### src/rtl/dma_pkg.sv
package dma_pkg;

  typedef enum logic [3:0] {
    ST_IDLE    = 4'd0,
    ST_RD_CTRL = 4'd1,
    ST_RD_SRC  = 4'd2,
    ST_RD_DST  = 4'd3,
    ST_RD_DATA = 4'd4,
    ST_WR_DATA = 4'd5,
    ST_WAIT    = 4'd6,
    ST_WR_CTRL = 4'd7,
    ST_STALL   = 4'd8,
    ST_DONE    = 4'd9
  } dma_state_e;

  typedef enum logic [2:0] {
    MODE_STOP  = 3'd0,
    MODE_BASIC = 3'd1,
    MODE_AUTO  = 3'd2,
    MODE_PING  = 3'd3
  } dma_mode_e;

  typedef struct packed {
    logic [1:0] dst_inc;
    logic [1:0] dst_size;
    logic [1:0] src_inc;
    logic [1:0] src_size;
    logic [5:0] rsvd;
    logic [3:0] grp;
    logic [9:0] count;
    logic       burst;
    logic [2:0] mode;
  } ctrl_word_t;

  localparam int CNT_W = 10;
  localparam int GRP_W = 4;

  function automatic logic [31:0] trim_data(input logic [31:0] d, input logic [1:0] sz);
    case (sz)
      2'd0:    return {24'b0, d[7:0]};
      2'd1:    return {16'b0, d[15:0]};
      default: return d;
    endcase
  endfunction

  function automatic logic mode_runs(input logic [2:0] m);
    return (m == MODE_BASIC) || (m == MODE_AUTO) || (m == MODE_PING);
  endfunction

endpackage

### src/rtl/dma_item_addr.sv
module dma_item_addr #(
  parameter int AW = 32,
  parameter int CW = 10
) (
  input  logic [AW-1:0] end_i,
  input  logic [CW-1:0] rem_i,
  input  logic [1:0]    inc_i,
  output logic [AW-1:0] addr_o
);
  logic [AW-1:0] offset;

  // code 3 = fixed address, otherwise step is 1 << code bytes
  assign offset = (inc_i == 2'd3) ? '0 : (AW'(rem_i) << inc_i);
  assign addr_o = end_i - offset;
endmodule

### src/rtl/dma_group_ctr.sv
module dma_group_ctr #(
  parameter int GW_CODE = 4,
  parameter int MAX_LOG = 9
) (
  input  logic               clk_i,
  input  logic               rst_ni,
  input  logic               clr_i,
  input  logic               inc_i,
  input  logic [GW_CODE-1:0] grp_i,
  output logic               last_o
);
  localparam int GW = MAX_LOG + 2;
  localparam logic [GW_CODE-1:0] MAX_CODE = GW_CODE'(MAX_LOG);

  logic [GW-1:0] cnt_q;
  logic [GW-1:0] grp_size;
  logic          bounded;

  assign bounded  = (grp_i <= MAX_CODE);
  assign grp_size = bounded ? (GW'(1) << grp_i) : '0;
  assign last_o   = bounded && ((cnt_q + GW'(1)) == grp_size);

  always_ff @(posedge clk_i or negedge rst_ni) begin
    if (!rst_ni)                cnt_q <= '0;
    else if (clr_i)             cnt_q <= '0;
    else if (inc_i && last_o)   cnt_q <= '0;
    else if (inc_i)             cnt_q <= cnt_q + GW'(1);
  end

  // group counter never runs past its group
  assert_grp_bound_R6: assert property (@(posedge clk_i) disable iff (!rst_ni)
    (inc_i && bounded) |-> (cnt_q < grp_size));
endmodule

### src/rtl/dma_desc_engine.sv
module dma_desc_engine
  import dma_pkg::*;
#(
  parameter int AW      = 32,
  parameter int NUM_CH  = 32,
  parameter int MAX_LOG = 9
) (
  input  logic                      clk_i,
  input  logic                      rst_ni,
  input  logic [AW-1:0]             base_i,
  input  logic [$clog2(NUM_CH)-1:0] chan_i,
  input  logic                      alt_i,
  input  logic                      start_i,
  output logic                      mem_req_o,
  output logic                      mem_we_o,
  output logic [AW-1:0]             mem_addr_o,
  output logic [1:0]                mem_size_o,
  output logic [31:0]               mem_wdata_o,
  input  logic                      mem_gnt_i,
  input  logic [31:0]               mem_rdata_i,
  output logic [3:0]                state_o,
  output logic                      done_o,
  output logic                      half_o
);
  localparam int DESC_BYTES = 16;
  localparam logic [AW-1:0] OFS_SRC  = AW'(0);
  localparam logic [AW-1:0] OFS_DST  = AW'(4);
  localparam logic [AW-1:0] OFS_CTRL = AW'(8);

  dma_state_e    state_q;
  ctrl_word_t    ctrl_q;
  logic [AW-1:0] entry_q, src_end_q, dst_end_q;
  logic [31:0]   data_q;
  logic          alt_q, half_q, fin_q;
  logic          grp_last;
  logic          grp_clr, grp_inc;

  logic [AW-1:0] side_end  [2];
  logic [1:0]    side_inc  [2];
  logic [AW-1:0] side_addr [2];

  assign side_end[0] = src_end_q;
  assign side_end[1] = dst_end_q;
  assign side_inc[0] = ctrl_q.src_inc;
  assign side_inc[1] = ctrl_q.dst_inc;

  for (genvar s = 0; s < 2; s++) begin : g_side
    dma_item_addr #(.AW(AW), .CW(CNT_W)) i_addr (
      .end_i  (side_end[s]),
      .rem_i  (ctrl_q.count),
      .inc_i  (side_inc[s]),
      .addr_o (side_addr[s])
    );
  end

  assign grp_clr = (state_q == ST_RD_DST) && mem_gnt_i;
  assign grp_inc = (state_q == ST_WR_DATA) && mem_gnt_i;

  dma_group_ctr #(.GW_CODE(GRP_W), .MAX_LOG(MAX_LOG)) i_grp (
    .clk_i  (clk_i),
    .rst_ni (rst_ni),
    .clr_i  (grp_clr),
    .inc_i  (grp_inc),
    .grp_i  (ctrl_q.grp),
    .last_o (grp_last)
  );

  always_comb begin
    mem_req_o   = 1'b0;
    mem_we_o    = 1'b0;
    mem_addr_o  = entry_q + OFS_CTRL;
    mem_size_o  = 2'd2;
    mem_wdata_o = ctrl_q;
    case (state_q)
      ST_RD_CTRL: mem_req_o = 1'b1;
      ST_RD_SRC:  begin mem_req_o = 1'b1; mem_addr_o = entry_q + OFS_SRC; end
      ST_RD_DST:  begin mem_req_o = 1'b1; mem_addr_o = entry_q + OFS_DST; end
      ST_RD_DATA: begin
        mem_req_o  = 1'b1;
        mem_addr_o = side_addr[0];
        mem_size_o = ctrl_q.src_size;
      end
      ST_WR_DATA: begin
        mem_req_o   = 1'b1;
        mem_we_o    = 1'b1;
        mem_addr_o  = side_addr[1];
        mem_size_o  = ctrl_q.dst_size;
        mem_wdata_o = data_q;
      end
      ST_WR_CTRL: begin mem_req_o = 1'b1; mem_we_o = 1'b1; end
      default: ;
    endcase
  end

  always_ff @(posedge clk_i or negedge rst_ni) begin
    if (!rst_ni) begin
      state_q   <= ST_IDLE;
      ctrl_q    <= '0;
      entry_q   <= '0;
      src_end_q <= '0;
      dst_end_q <= '0;
      data_q    <= '0;
      alt_q     <= 1'b0;
      half_q    <= 1'b0;
      fin_q     <= 1'b0;
    end else begin
      case (state_q)
        ST_IDLE: if (start_i) begin
          entry_q <= base_i + (AW'(alt_i) * AW'(NUM_CH) + AW'(chan_i)) * AW'(DESC_BYTES);
          alt_q   <= alt_i;
          half_q  <= alt_i;
          state_q <= ST_RD_CTRL;
        end
        ST_RD_CTRL: if (mem_gnt_i) begin
          ctrl_q  <= mem_rdata_i;
          state_q <= mode_runs(mem_rdata_i[2:0]) ? ST_RD_SRC : ST_DONE;
        end
        ST_RD_SRC: if (mem_gnt_i) begin
          src_end_q <= mem_rdata_i;
          state_q   <= ST_RD_DST;
        end
        ST_RD_DST: if (mem_gnt_i) begin
          dst_end_q <= mem_rdata_i;
          state_q   <= ST_RD_DATA;
        end
        ST_RD_DATA: if (mem_gnt_i) begin
          data_q  <= trim_data(mem_rdata_i, ctrl_q.src_size);
          state_q <= ST_WR_DATA;
        end
        ST_WR_DATA: if (mem_gnt_i) begin
          if (ctrl_q.count == '0) begin
            ctrl_q.mode  <= MODE_STOP;
            ctrl_q.count <= '1;
            fin_q        <= 1'b1;
            state_q      <= ST_WR_CTRL;
            if (ctrl_q.mode == MODE_PING) half_q <= ~alt_q;
          end else begin
            ctrl_q.count <= ctrl_q.count - 1'b1;
            if (grp_last && (ctrl_q.mode != MODE_AUTO)) begin
              fin_q   <= 1'b0;
              state_q <= ST_WR_CTRL;
            end else begin
              state_q <= ST_RD_DATA;
            end
          end
        end
        ST_WR_CTRL: if (mem_gnt_i) state_q <= fin_q ? ST_DONE : ST_IDLE;
        default: state_q <= ST_IDLE;
      endcase
    end
  end

  assign state_o = state_q;
  assign done_o  = (state_q == ST_DONE);
  assign half_o  = half_q;

  // request is held unchanged until granted
  assert_req_hold_R10: assert property (@(posedge clk_i) disable iff (!rst_ni)
    (mem_req_o && !mem_gnt_i) |=> (mem_req_o && $stable(mem_addr_o) && $stable(mem_we_o)
                                   && $stable(mem_size_o) && $stable(mem_wdata_o)));

  // a non-moving mode goes from control read straight to done
  assert_stop_done_R3: assert property (@(posedge clk_i) disable iff (!rst_ni)
    (state_q == ST_RD_CTRL && mem_gnt_i && !mode_runs(mem_rdata_i[2:0])) |=> (state_o == ST_DONE));

  // done lasts one cycle and is followed by idle
  assert_done_pulse_R8: assert property (@(posedge clk_i) disable iff (!rst_ni)
    done_o |=> (!done_o && state_o == ST_IDLE));

  // final write-back carries stop mode and all-ones count
  assert_final_wb_R8: assert property (@(posedge clk_i) disable iff (!rst_ni)
    (state_q == ST_WR_CTRL && fin_q) |-> (mem_wdata_o[2:0] == 3'd0 && mem_wdata_o[13:4] == 10'h3ff));

  // entry address frozen while busy
  assert_busy_ignore_R11: assert property (@(posedge clk_i) disable iff (!rst_ni)
    (state_q != ST_IDLE) |=> $stable(entry_q));
endmodule

### config.mk
export PLATFORM = sky130hd
export DESIGN_NAME = dma_desc_engine
export DESIGN_NICKNAME = d
export VERILOG_FILES = /design/src/rtl/dma_pkg.sv /design/src/rtl/dma_item_addr.sv /design/src/rtl/dma_group_ctr.sv /design/src/rtl/dma_desc_engine.sv
export SDC_FILE = /design/constraint.sdc
export NUM_CORES = 1
export LEC_CHECK = 0
export BUFFER_PORTS_ARGS = -buffer_cell sky130_fd_sc_hd__buf_2
export CAP_MARGIN = 40
export CORE_MARGIN = 3
export CORE_UTILIZATION = 50
export CTS_CLUSTER_SIZE = 25
export DETAILED_ROUTE_END_ITERATION = 7
export PLACE_DENSITY = 0.81
export SETUP_SLACK_MARGIN = 0.05
export SKIP_CTS_REPAIR_TIMING = 1
export SLEW_MARGIN = 20
export SYNTH_ARGS = -nofsm -noshare
export SYNTH_HDL_FRONTEND = slang
export SYNTH_SLANG_ARGS = --single-unit
export TNS_END_PERCENT = 50
### constraint.sdc
create_clock -name clk_i -period 8.22 [get_ports clk_i]
set_input_delay 2.466 -clock clk_i [delete_from_list [all_inputs] [get_ports clk_i]]
set_output_delay 2.466 -clock clk_i [all_outputs]
set_load 0.005 [all_outputs]
; Yosys cells after proc, flatten, opt, wreduce, memory -nomap -nowiden
; Cells that the tools add are included.
[word_totals]
word_cells = 120
in_bits = 74
latch_bits = 0
regBits = 178
rom_bits = 0
ram_bits = 0
n_memories = 0
output_inout_bits = 74
[classes]
bitwise = 1
magnitude_cmp = 1
shifts = 3
addsub = 8
reduce_logical = 26
div_mod_pow = 0
eq_ne = 25
n_mul = 0
muxes = 38
[op_table]
columns = operator, n
row1 = 32-bit case mux with 4 select lines, 1
row2 = 32-bit two-way mux, 3
row3 = 32-bit case mux with 2 select lines, 1
row4 = 10-bit by 2-bit left shift with 32-bit output, 2
row5 = 32-bit subtractor, 2
row6 = 11-bit two-way mux, 4
row7 = 4-bit two-way mux, 10
row8 = 32-bit by 11-bit adder with 32-bit output, 1
row9 = "32-bit by 3-bit adder with 32-bit output, second input constant", 1
row10 = "32-bit by 4-bit adder with 32-bit output, second input constant", 1
row11 = 4-bit case mux with 7 select lines, 1
row12 = 10-bit two-way mux, 2
row13 = 10-bit case mux with 2 select lines, 1
row14 = 14-bit two-way mux, 1
row15 = "2-bit inequality test, second input constant", 7
row16 = "4-bit by 3-bit == test with 1-bit output, second input constant", 3
row17 = "11-bit by 1-bit adder with 11-bit output, second input constant", 1
row18 = 11-bit == test, 1
row19 = "1-bit by 4-bit left shift with 11-bit output, first input constant", 1
row20 = 10-bit logical NOT, 1
row21 = 2-bit AND reduction, 5
row22 = "10-bit by 1-bit subtractor with 10-bit output, second input constant", 1
row23 = "3-bit by 2-bit == test with 1-bit output, second input constant", 3
row24 = "4-bit by 2-bit == test with 1-bit output, second input constant", 2
row25 = 28 further kinds, 46

; Logic depth before layout (Yosys ltp)
; Gate-level depths: netlist of the first run.
[depth]
word_depth = 9
depth_mapped = 15

; Hierarchy
; From an unflattened synthesis of the first run, not the netlist that was laid out.
[unflattened]
cells_unflattened = 1562
area_unflattened_um2 = 13240.2
[modules_own_cells]
columns = module, seq_area_each_um2, cells_each, instances, area_each_um2
row1 = dma_desc_engine, 4179.0, 1042, 1, 9504.1
row2 = dma_item_addr (g_side[1].i_addr), 0.0, 186, 1, 1255.0
row3 = dma_item_addr (g_side[0].i_addr), 0.0, 195, 1, 1244.9
row4 = dma_group_ctr, 275.3, 139, 1, 1236.2

; Least setup slack after synthesis of the first run
; No wires, ideal clock.
[synth_path]
kind = register to output
start = reg ctrl_q[26] in the netlist's numbering
end = out mem_addr_o[27]
t_arrival_ps = 3335
slack_ps = 2419
required_time_ps = 5754
path_stages_with_launch = 15
path_cell_list = dfrtp_1 clkbuf_1 clkbuf_1 nand2_1 nor2_1 a21oi_1 ha_1 buf_2 a21oi_1 nor2_1 a2111oi_0 nand3_1 nor2_1 or4b_2 a31oi_1
[synth_between]
elab_chain_len = 4
elab_cells_between_ends = 5
cone_classes = add/sub: 1 / eq/ne: 1 / shift: 1 / mux: 2
[synth_rtl]
columns = item, line
row1 = "start, declared", dma_desc_engine.sv:31  ; ctrl_word_t ctrl_q;
row2 = "start signal, assigned", dma_desc_engine.sv:115  ; ctrl_q <= mem_rdata_i;
row3 = 10-bit by 2-bit left shift with 32-bit output / 2-bit == test (equally long branches), dma_item_addr.sv:13  ; assign offset = (inc_i == 2'd3) ? '0 : (AW'(rem_i) << inc_i);
row4 = 32-bit two-way mux *, dma_item_addr.sv:13
row5 = 32-bit subtractor *, dma_item_addr.sv:14  ; assign addr_o = end_i - offset;
row6 = 32-bit case mux with 4 select lines *, dma_desc_engine.sv:74  ; case (state_q)
row7 = "end, declared", dma_desc_engine.sv:16  ; output logic [AW-1:0] mem_addr_o,
; Mark *: on every way between the ends. The rest lies on a longest branch, timed or not.

; Worst setup path in the final report of the first run
; Same ends and word-level chain as after synthesis.

==> results of run 1 <==
tightest hold or removal path: stages, from the launching register on:
cell and delay, ns:
dfrtp_1 0.34, nand2_1 0.05, o21ai_0 0.06
cells in the mapped netlist (23+ instances only):
| cell type | n |
|---|---|
| inv_1 | 34 |
| mux2_2 | 78 |
| xnor2_1 | 62 |
| a21oi_1 | 99 |
| nand2_1 | 336 |
| nor2_1 | 105 |
| nor4_1 | 23 |
| clkbuf_1 | 93 |
| o21ai_0 | 113 |
| xor2_1 | 48 |
| dfrtp_1 | 178 |
| nand3_1 | 46 |
| nand4_1 | 30 |
| ha_1 | 43 |
| nor3_1 | 36 |
stage by stage:
step / hold WS, ns / total power [mW] / area, µm² / util
2_1_floorplan: 0.446 / 4.27 / 13100 / -
3_3_place_gp: 0.460 / 5.27 / 14000 / 0.549
3_5_place_dp: 0.470 / 5.41 / 14100 / 0.552
4_1_cts: 0.486 / 6.29 / 14700 / 0.576
5_1_grt: 0.502 / 6.86 / 14700 / 0.577
6_report: 0.484 / 6.37 / 14700 / 0.577
area by class of cell:
class,count,share of cell area
clock buffer,17,0.0289
clock inverter,15,0.0133
inverter,34,0.00868
multi-input combinational,1305,0.552
sequential,178,0.303
tap,330,0.0281
timing repair buffer,172,0.0658
registers in the layout (all words and copies together) (netlist names):
| signal | flops |
|---|---|
| dst_end_q | 32 |
| half_o | 1 |
| entry_q | 32 |
| state_o | 4 |
| i_grp.cnt_q | 11 |
| src_end_q | 32 |
| data_q | 32 |
| ctrl_q | 32 |
| alt_q | 1 |
| fin_q | 1 |
metal layers:
layer	wire [µm]	up-vias	part of all wire	global-route usage
met5	0	-	0	0
met4	1340	0	0.034	0.0953
met3	2910	127	0.074	0.0444
met2	19000	643	0.48	0.461
met1	15900	6033	0.41	0.357
li1	-	5936	-	-
cells in the final DEF, fill, tap and decap left out, types with 6 or more instances in the layout:
master     instances
nand2_1          334
dfrtp_1          178
buf_2            149
o21ai_0          113
nor2_1           104
a21oi_1           99
mux2_2            78
xnor2_1           62
xor2_1            48
nand3_1           46
ha_1              43
inv_1             34
nor3_1            33
nand4_1           30
nor4_1            22
nor2b_1           20
a211oi_1          20
clkbuf_16         17
a22oi_1           16
buf_4             16
nand2b_1          13
or3_1             13
o211ai_1          12
a21o_1            11
a31oi_1           10
o21a_1            10
o22ai_1           10
and3_1            10
mux2i_1            8
or2_2              8
a221oi_1           7
nor3b_1            6
a32oi_1            6
power groups by stage:
stage / logic (mW) / registers (mW) / clock network, mW
detailed placement: 3.57 / 1.84 / 0
global route: 4.05 / 1.90 / 0.905
CTS: 3.60 / 1.82 / 0.866
global placement: 3.46 / 1.81 / 0
finish: 3.66 / 1.84 / 0.864
floorplan: 2.74 / 1.53 / 0
cell families after synthesis:
group / synth area share
xor gates and xnor gates: 0.0734
buffers and inverters: 0.0441
muxes: 0.0730
other: 0.000286
DFF: 0.340
adders and majority gates: 0.0456
AOI/OAI and AO/OA: 0.181
and+or+nand+nor: 0.243
path summary, 6_finish.rpt:
kind                            depth (start not counted)  slack, ns                         to
worst max-delay path                                   13       1.19             mem_addr_o[27]
worst min register to register                          2       0.48     data_q[15]$_DFFE_PN0P_
max in group asynchronous                               3       5.16   dst_end_q[0]$_DFFE_PN0P_
worst max register to register                          8       4.88      ctrl_q[9]$_DFFE_PN0P_
worst min-delay path                                    2       0.48     data_q[15]$_DFFE_PN0P_
min in group asynchronous                               1       1.92  dst_end_q[17]$_DFFE_PN0P_
==> out/metrics.yaml, run 1 <==
antenna_found_initial: 0
path_buf_inv: 1
antenna_cells: 0
synth_top_area_cell: "dfrtp_1"
required_ns: 5.75
drv_slew: 0
final_cell_count_no_fill: 2051
rsz0062_at_grt: "no"
fp.dieH_um: 168
dr.pass1.iters: 7
gp_congestion: 0.972
post-route-period-util: 0.855
netSwitchingFraction: 0.487
synth-seq-cells: 178
routedWlPerCell_um: 19.1
setup_slack_ns: 1.19
synth_top_cell_area_share: 0.340
io_buffers: 147
fillerInstances: 2217
syn-instance-count: 1628
core_um2: 25500
synthFlopType: "dfrtp_1"
clkTransAtPathRegs_ns: 0.07
cp-start-kind: "flop"
synth_edf_count: 0
numCtsBuffers: 17
max_stage_delay_ns: 0.73
grt_max_degree: 61
pwr-share-seq: 0.289
regArea_um2: 4450
cpMaxStageDelayCell: "dfrtp_1"
syn_area_per_cell_um2: 8.06
grt_pass1_wl_um: 63000
p_comb_frac: 0.575
io_pins: 148
cp_common_cell: "nor2_1"
synth_area_um2: 13100
crit_path_start: "ctrl_q[26]$_DFFE_PN0P_"
tns_ns: 0
synth.distinct_cells: 78
drc: 0
placed_cells: 2016
drt_iter0_markers: 1389
ys_async_sr_fraction: 1.00
crit_fanout: 21
hp-class: "reg -> reg"
num_rows: 58
ys_seq_area_frac: 0.340
multi_input_area_um2: 8130
peakVddDrop_uv: 218
rr_startpoint: "state_o[2]$_DFFE_PN0P_"
p_sw_mw: 3.10
die_area_um2: 28200
worstMarginPinSlew_ns: 0.977
cts_tree: "yes"
worstPathArrival_ns: 4.56
fin_skew_ns: 0.0149
power_density_nw_per_um2: 433
slew_headroom: 0.340
hpwl_um: 29000
worstSetupPathType: "reg -> out"
layout.nets: 1828
end_kind: "primary output"
grt_overflow: 0
antenna_left: 0
grt_use_total: 0.273
final-hold-violation-count: 0
place_ws_ns: 1.80
htree_levels: 4
p_clk_frac: 0.136
clock_latency_ns: 0.45
cts.sinks: 178
routed_via_density: 6.21
cap_violations: 0
syn_to_final_growth_pct: 12.1
cpLargestDelayFamily: "simple AND/OR/NAND/NOR gates"
status: "completed"
cts.path.max_buffers: 2
wl_um: 39200
synthTopCellsByArea: "dfrtp_1 (34%), nand2_1 (9.6%), mux2_2 (6.7%)"
maxClockFrequency_mhz: 142
vias: 12700
ys_warn_count: 0
layout-drive-gt1-share: 0.184
layout_min_cycle_time_ns: 7.03
setup_viol_count_final: 0
hp-start: "data_q[15]$_DFFE_PN0P_"
die_w_um: 168
p_leak_nw: 6.41
intPower_mw: 3.27
cts_root_buf: "clkbuf_16"
initial_core_util: 0.515
first_global_vias: 11900
path_cells: "nor2_1 > a21oi_1 > nor2_1 > a21oi_1 > ha_1 > a21oi_1 > nor2_1 > a2111oi_0 > nand3_1 > nor2_1 > or4b_2 > a31oi_1 > buf_2"
(Power assumes the default switching activity.)
==> inputs of run 2 (changes only) <==
--- a/config.mk
+++ b/config.mk
@@ -7,13 +7,14 @@
 export LEC_CHECK = 0
 export BUFFER_PORTS_ARGS = -buffer_cell sky130_fd_sc_hd__buf_2
 export CAP_MARGIN = 40
+export CELL_PAD_IN_SITES_DETAIL_PLACEMENT = 1
+export CELL_PAD_IN_SITES_GLOBAL_PLACEMENT = 2
 export CORE_MARGIN = 3
-export CORE_UTILIZATION = 50
+export CORE_UTILIZATION = 38
 export CTS_CLUSTER_SIZE = 25
 export DETAILED_ROUTE_END_ITERATION = 7
-export PLACE_DENSITY = 0.81
+export PLACE_DENSITY = 0.95
 export SETUP_SLACK_MARGIN = 0.05
-export SKIP_CTS_REPAIR_TIMING = 1
 export SLEW_MARGIN = 20
 export SYNTH_ARGS = -nofsm -noshare
 export SYNTH_HDL_FRONTEND = slang
==> run 2 against run 1 <==
Effect of this change:
- clock skew shrank 0.0019 ns
- die area increased by 30%
- via count decreased by 0.53%
- design area is 0.77% higher
- combinational power up 3%
- sequential power grew 2%
- fmax grew 2.6%
- worst setup slack better by 0.18 ns
- critical path depth increased by 1
==> out/metrics.yaml, run 2 (synthesized netlist as in run 1, its figures left out) <==
cts.path.max_buffers: 2  # unchanged
antenna_cells: 0  # unchanged
layout_common_cells: "nand2_1 (333), dfrtp_1 (178), buf_2 (147)"
routedWlPerCell_um: 21.1  # +10%
gp_congestion: 0.906  # -6.8%
first_global_vias: 13000  # +9.5%
layout-drive-gt1-share: 0.185  # +0.00142
required_ns: 5.75  # about the same
routed_via_density: 5.83  # -6.1%
cts-resized-gates: 0
num_rows: 67  # +16%
grt_pass1_wl_um: 72100  # +14%
p_sw_mw: 3.23  # +4.2%
worstMarginPinSlew_ns: 0.816  # -0.161 ns
antenna_found_initial: 0  # unchanged
cp-start-kind: "flop"
dr.pass1.iters: 5  # -2
hp-class: "reg -> reg"
setup_viol_count_final: 0  # unchanged
htree_levels: 4  # unchanged
fin_skew_ns: 0.0130  # -0.00191 ns
rsz0062_at_grt: "no"
slew_headroom: 0.454  # +0.114
cts_tree: "yes"
p_clk_frac: 0.121  # -0.015
utilization: 0.439  # -0.139
antenna_left: 0  # unchanged
io_buffers: 147  # unchanged
peakVddDrop_uv: 247  # +13%
cap_violations: 0  # unchanged
grt_max_degree: 68  # +11%
p_leak_nw: 6.39  # -0.33%
cts_root_buf: "clkbuf_16"
intPower_mw: 3.21  # -1.7%
drt_iter0_markers: 752  # -46%
initial_core_util: 0.388  # -0.127
end_kind: "primary output"
ctsHoldBuffers: 0
clock_latency_ns: 0.46  # about the same
place_ws_ns: 1.93  # +0.136 ns
placed_cells: 2138  # +6.1%
tns_ns: 0  # unchanged
fp.dieH_um: 192  # +14%
grt_overflow: 0  # unchanged
hpwl_um: 34600  # +19%
numCtsBuffers: 17  # unchanged
setup_slack_ns: 1.37  # +0.179 ns
final_cell_count_no_fill: 2172  # +5.9%
syn_to_final_growth_pct: 13.0
io_pins: 148  # unchanged
netSwitchingFraction: 0.502  # +0.0144
worstPathArrival_ns: 4.38  # -0.18 ns
met1_usage: 0.312  # -0.0455
grt_use_met2: 0.443  # -0.0183
drc: 0  # unchanged
pwr-share-seq: 0.292  # +0.003
status: "completed"
layout_commonest_cell: "nand2_1"
grt_use_total: 0.249  # -0.0239
final-hold-violation-count: 0  # unchanged
cts.sinks: 178  # unchanged
worstSetupPathType: "reg -> out"
layout_min_cycle_time_ns: 6.85  # -0.179 ns
wl_um: 45800  # +17%
crit_fanout: 21  # unchanged
layout.nets: 1832  # +0.22%
drv_slew: 0  # unchanged
post-route-period-util: 0.833  # -0.0218
die_w_um: 192  # +14%
vias: 12700  # -0.53%
core_um2: 33800  # +33%
clkTransAtPathRegs_ns: 0.07  # about the same
use_met3: 0.0312  # -0.0132
p_comb_frac: 0.587  # +0.012
maxClockFrequency_mhz: 146  # +2.6%
post-cts-setup-buffers: 0
power_density_nw_per_um2: 435  # +0.40%
busiest_layer: "met2"
die_area_um2: 36800  # +30%
[run 2: layout make-up]
class,instances,area (µm²)
Clock buffer,18,429
Clock inverter,13,120
Fill cell,4137,19000
Inverter,34,128
Multi-Input combinational cell,1305,8130
Sequential cell,178,4450
Tap cell,448,561
Timing Repair Buffer,176,1000
[run 2: stage by stage]
step	hold WS (ns)	power, mW	instance area (µm²)
final	0.480	6.44	14800
after global routing	0.510	6.97	14800
after CTS	0.482	6.44	14800
after detailed placement	0.463	5.62	14200
after global placement	0.459	5.44	14200
after floorplan	0.446	4.27	13100
[run 2: final timing paths]
check / startpoint / endpoint / slack [ns] / cells past startpoint
setup / recovery: ctrl_q[26]$_DFFE_PN0P_ / mem_addr_o[27] / 1.37 / 14
hold / removal: ctrl_q[20]$_DFFE_PN0P_ / ctrl_q[20]$_DFFE_PN0P_ / 0.48 / 2
setup reg to reg: state_o[2]$_DFFE_PN0P_ / ctrl_q[9]$_DFFE_PN0P_ / 4.81 / 8
hold reg to reg: ctrl_q[20]$_DFFE_PN0P_ / ctrl_q[20]$_DFFE_PN0P_ / 0.48 / 2
max in group asynchronous: rst_ni / src_end_q[0]$_DFFE_PN0P_ / 5.06 / 2
min in group asynchronous: rst_ni / data_q[22]$_DFFE_PN0P_ / 1.98 / 1
[run 2: layer usage]
| metal | share of wire | up-vias |
|---|---|---|
| li1 | - | 5940 |
| met1 | 0.43 | 6402 |
| met4 | 0.026 | 0 |
| met5 | 0 | - |
| met3 | 0.034 | 73 |
| met2 | 0.51 | 257 |
[run 2: power by group through the flow]
stage / Combinational, mW / Sequential, mW / Clock [mW]
5_1_grt: 4.19 / 1.95 / 0.840
3_3_place_gp: 3.59 / 1.85 / 0
6_report: 3.78 / 1.88 / 0.782
3_5_place_dp: 3.74 / 1.89 / 0
4_1_cts: 3.78 / 1.87 / 0.798
2_1_floorplan: 2.74 / 1.53 / 0
[run 2: critical path, cell delays in order, from the launching register on]
cell       delay, ns
dfrtp_1         0.75
nor2_1          0.14
a21oi_1         0.14
nor2_1          0.06
a21oi_1         0.21
ha_1            0.29
a21oi_1         0.26
nor2_1          0.07
a2111oi_0       0.54
nand3_1         0.14
buf_4           0.21
nor2_1          0.16
or4b_2          0.61
a31oi_1         0.20
buf_2           0.14
==> inputs of run 3 (changes only) <==
--- a/config.mk
+++ b/config.mk
@@ -10,10 +10,10 @@
 export CELL_PAD_IN_SITES_DETAIL_PLACEMENT = 1
 export CELL_PAD_IN_SITES_GLOBAL_PLACEMENT = 2
 export CORE_MARGIN = 3
-export CORE_UTILIZATION = 38
+export CORE_UTILIZATION = 36
 export CTS_CLUSTER_SIZE = 25
 export DETAILED_ROUTE_END_ITERATION = 7
-export PLACE_DENSITY = 0.95
+export PLACE_DENSITY = 0.93
 export SETUP_SLACK_MARGIN = 0.05
 export SLEW_MARGIN = 20
 export SYNTH_ARGS = -nofsm -noshare
==> constraint.sdc (replaced) <==
create_clock -name clk_i -period 6.75 [get_ports clk_i]
set_input_delay 2.025 -clock clk_i [delete_from_list [all_inputs] [get_ports clk_i]]
set_output_delay 2.025 -clock clk_i [all_outputs]
set_load 0.005 [all_outputs]
==> run 3 against run 2 <==
Effect of this change:
- sequential cell count stayed put
- worst hold slack got worse by 0.0021 ns
- clock power rose by 30%
- critical endpoint is now mem_addr_o[28]
- sequential share of layout area fell by 0.072 points
- global-route usage down 1.3 points
- sequential power grew 20%
- combinational power increased by 22%
- critical path type unchanged
- largest cell class unchanged
- clock-buffer cell count up 3
- worst setup slack worse by 0.91 ns
==> out/metrics.yaml, run 3 (synthesized netlist as in run 1, its figures left out) <==
status: "completed"
die_w_um: 197  # +2.7%
cpLargestDelayFamily: "compound AO/OA/AOI/OAI gates"
layout.nets: 1831  # -0.055%
post-route-period-util: 0.931
slew_headroom: 0.439  # -0.0156
num_rows: 69  # +3.0%
rsz0062_at_grt: "yes"
layout-drive-gt1-share: 0.184  # -0.000580
placed_cells: 2151  # +0.61%
cts.sinks: 178  # unchanged
cts_root_buf: "clkbuf_16"
cpMaxStageDelayCell: "dfrtp_1"
layout_min_cycle_time_ns: 6.29
grt_max_degree: 94  # +38%
dr.pass1.iters: 5  # unchanged
layout_common_cells: "nand2_1 (334), dfrtp_1 (177), buf_2 (150)"
clock_latency_ns: 0.46  # about the same
grt_pass1_wl_um: 72500  # +0.65%
required_ns: 4.72  # -1.03 ns
path_buf_inv: 3  # +1
p_leak_nw: 6.42  # +0.36%
worstPathArrival_ns: 4.26  # -0.12 ns
hpwl_um: 35100  # +1.4%
first_global_vias: 12900  # -1.2%
syn_to_final_growth_pct: 13.3
end_kind: "primary output"
io_pins: 148  # unchanged
cap_violations: 0  # unchanged
gp_congestion: 0.891  # -1.6%
layout_commonest_cell: "nand2_1"
max_stage_delay_ns: 0.48  # -0.27 ns
worstSetupPathType: "reg -> out"
crit_fanout: 8  # -62%
rr_startpoint: "ctrl_q[17]$_DFFE_PN0P_"
fp.dieH_um: 197  # +2.7%
drt_iter0_markers: 814  # +8.2%
antenna_left: 0  # unchanged
cts-resized-gates: 0  # unchanged
initial_core_util: 0.367  # -0.0213
peakVddDrop_uv: 275  # +11%
htree_levels: 4  # unchanged
routedWlPerCell_um: 21.1  # +0.18%
final-hold-violation-count: 0  # unchanged
drv_slew: 0  # unchanged
antenna_found_initial: 1  # +1
cts.path.max_buffers: 2  # unchanged
fin_skew_ns: 0.0135  # +0.000498 ns
worstMarginPinSlew_ns: 0.834  # +0.0188 ns
numCtsBuffers: 17  # unchanged
path_cells: "inv_1 > nor3_1 > ha_1 > inv_1 > fa_1 > nand3_1 > a31oi_1 > o211ai_1 > nand4_1 > o311a_2 > a211oi_1 > nand3_1 > buf_2"
final_cell_count_no_fill: 2186  # +0.64%
drc: 0  # unchanged
core_um2: 35700  # +5.8%
cts_tree: "yes"
tns_ns: 0  # unchanged
ctsHoldBuffers: 0  # unchanged
io_buffers: 147  # unchanged
hp-class: "reg -> reg"
die_area_um2: 38800  # +5.4%
clkTransAtPathRegs_ns: 0.08  # about the same
setup_viol_count_final: 0  # unchanged
grt_overflow: 0  # unchanged
vias: 12600  # -0.88%
hp-start: "ctrl_q[3]$_DFFE_PN0P_"
maxClockFrequency_mhz: 159
grt_use_total: 0.236  # -0.0127
crit_path_start: "ctrl_q[4]$_DFFE_PN0P_"
cp-start-kind: "flop"
power_density_nw_per_um2: 532  # +22%
post-cts-setup-buffers: 0  # unchanged
routed_via_density: 5.75  # -1.5%
wl_um: 46200  # +0.82%
run 3: cell count changes in the layout (fill, tap and decap cells not counted), moves of 2 or more:
| cell | delta |
|---|---|
| clkbuf_2 | -2 |
| buf_2 | +3 |
| clkinvlp_4 | -4 |
| clkinv_4 | +4 |
| clkbuf_8 | +2 |
| clkinv_8 | -2 |
run 3: layout make-up:
class                           count  area, µm²
Fill cell                        4390      20900
Multi-Input combinational cell   1305       8130
Sequential cell                   178       4460
Timing Repair Buffer              175        995
Tap cell                          461        577
Clock buffer                       21        460
Inverter                           34        128
Clock inverter                     11        118
Antenna cell                        1       2.50
run 3: worst reg2reg max path, delay by kind of cell, from the launching register on:
kind	cells	cell delay (ns)
AO/OA/AOI/OAI	4	1.38
AND/OR/NAND/NOR	2	0.95
flip-flops	1	0.54
buffers and inverters	1	0.22
run 3: routing by layer:
metal	wire length [µm]	share of wire	vias to the layer above	GRT usage
met4	901	0.020	0	0.0639
met2	22900	0.49	283	0.411
li1	-	-	5936	-
met1	20700	0.45	6287	0.312
met3	1760	0.038	54	0.0284
met5	0	0	-	0
run 3: where the power goes:
group / leakage, nW / internal (mW) / switching [mW]
logic: 3.90 / 1.89 / 2.73
clock network: 0.284 / 0.539 / 0.485
registers: 2.23 / 1.53 / 0.728
run 3: final timing paths:
kind	endpoint	slack (ns)	cells after the start
max reg2reg	i_grp.cnt_q[0]$_DFFE_PN0P_	3.52	7
max in group asynchronous	dst_end_q[3]$_DFFE_PN0P_	4.54	2
min in group asynchronous	data_q[22]$_DFFE_PN0P_	1.40	1
max	mem_addr_o[28]	0.46	13
min	ctrl_q[3]$_DFFE_PN0P_	0.48	2
min reg2reg	ctrl_q[3]$_DFFE_PN0P_	0.48	2
run 3: stage by stage:
step	instance area (µm²)	hold WS [ns]	setup WS (ns)	utilization	power [mW]
floorplan	13100	0.446	1.39	-	5.19
detailed placement	14300	0.465	0.921	0.399	6.87
finish	14900	0.478	0.464	0.416	7.91
global placement	14200	0.458	0.950	0.397	6.67
CTS	14800	0.483	0.416	0.415	7.93
global route	14900	0.490	0.0386	0.416	8.56
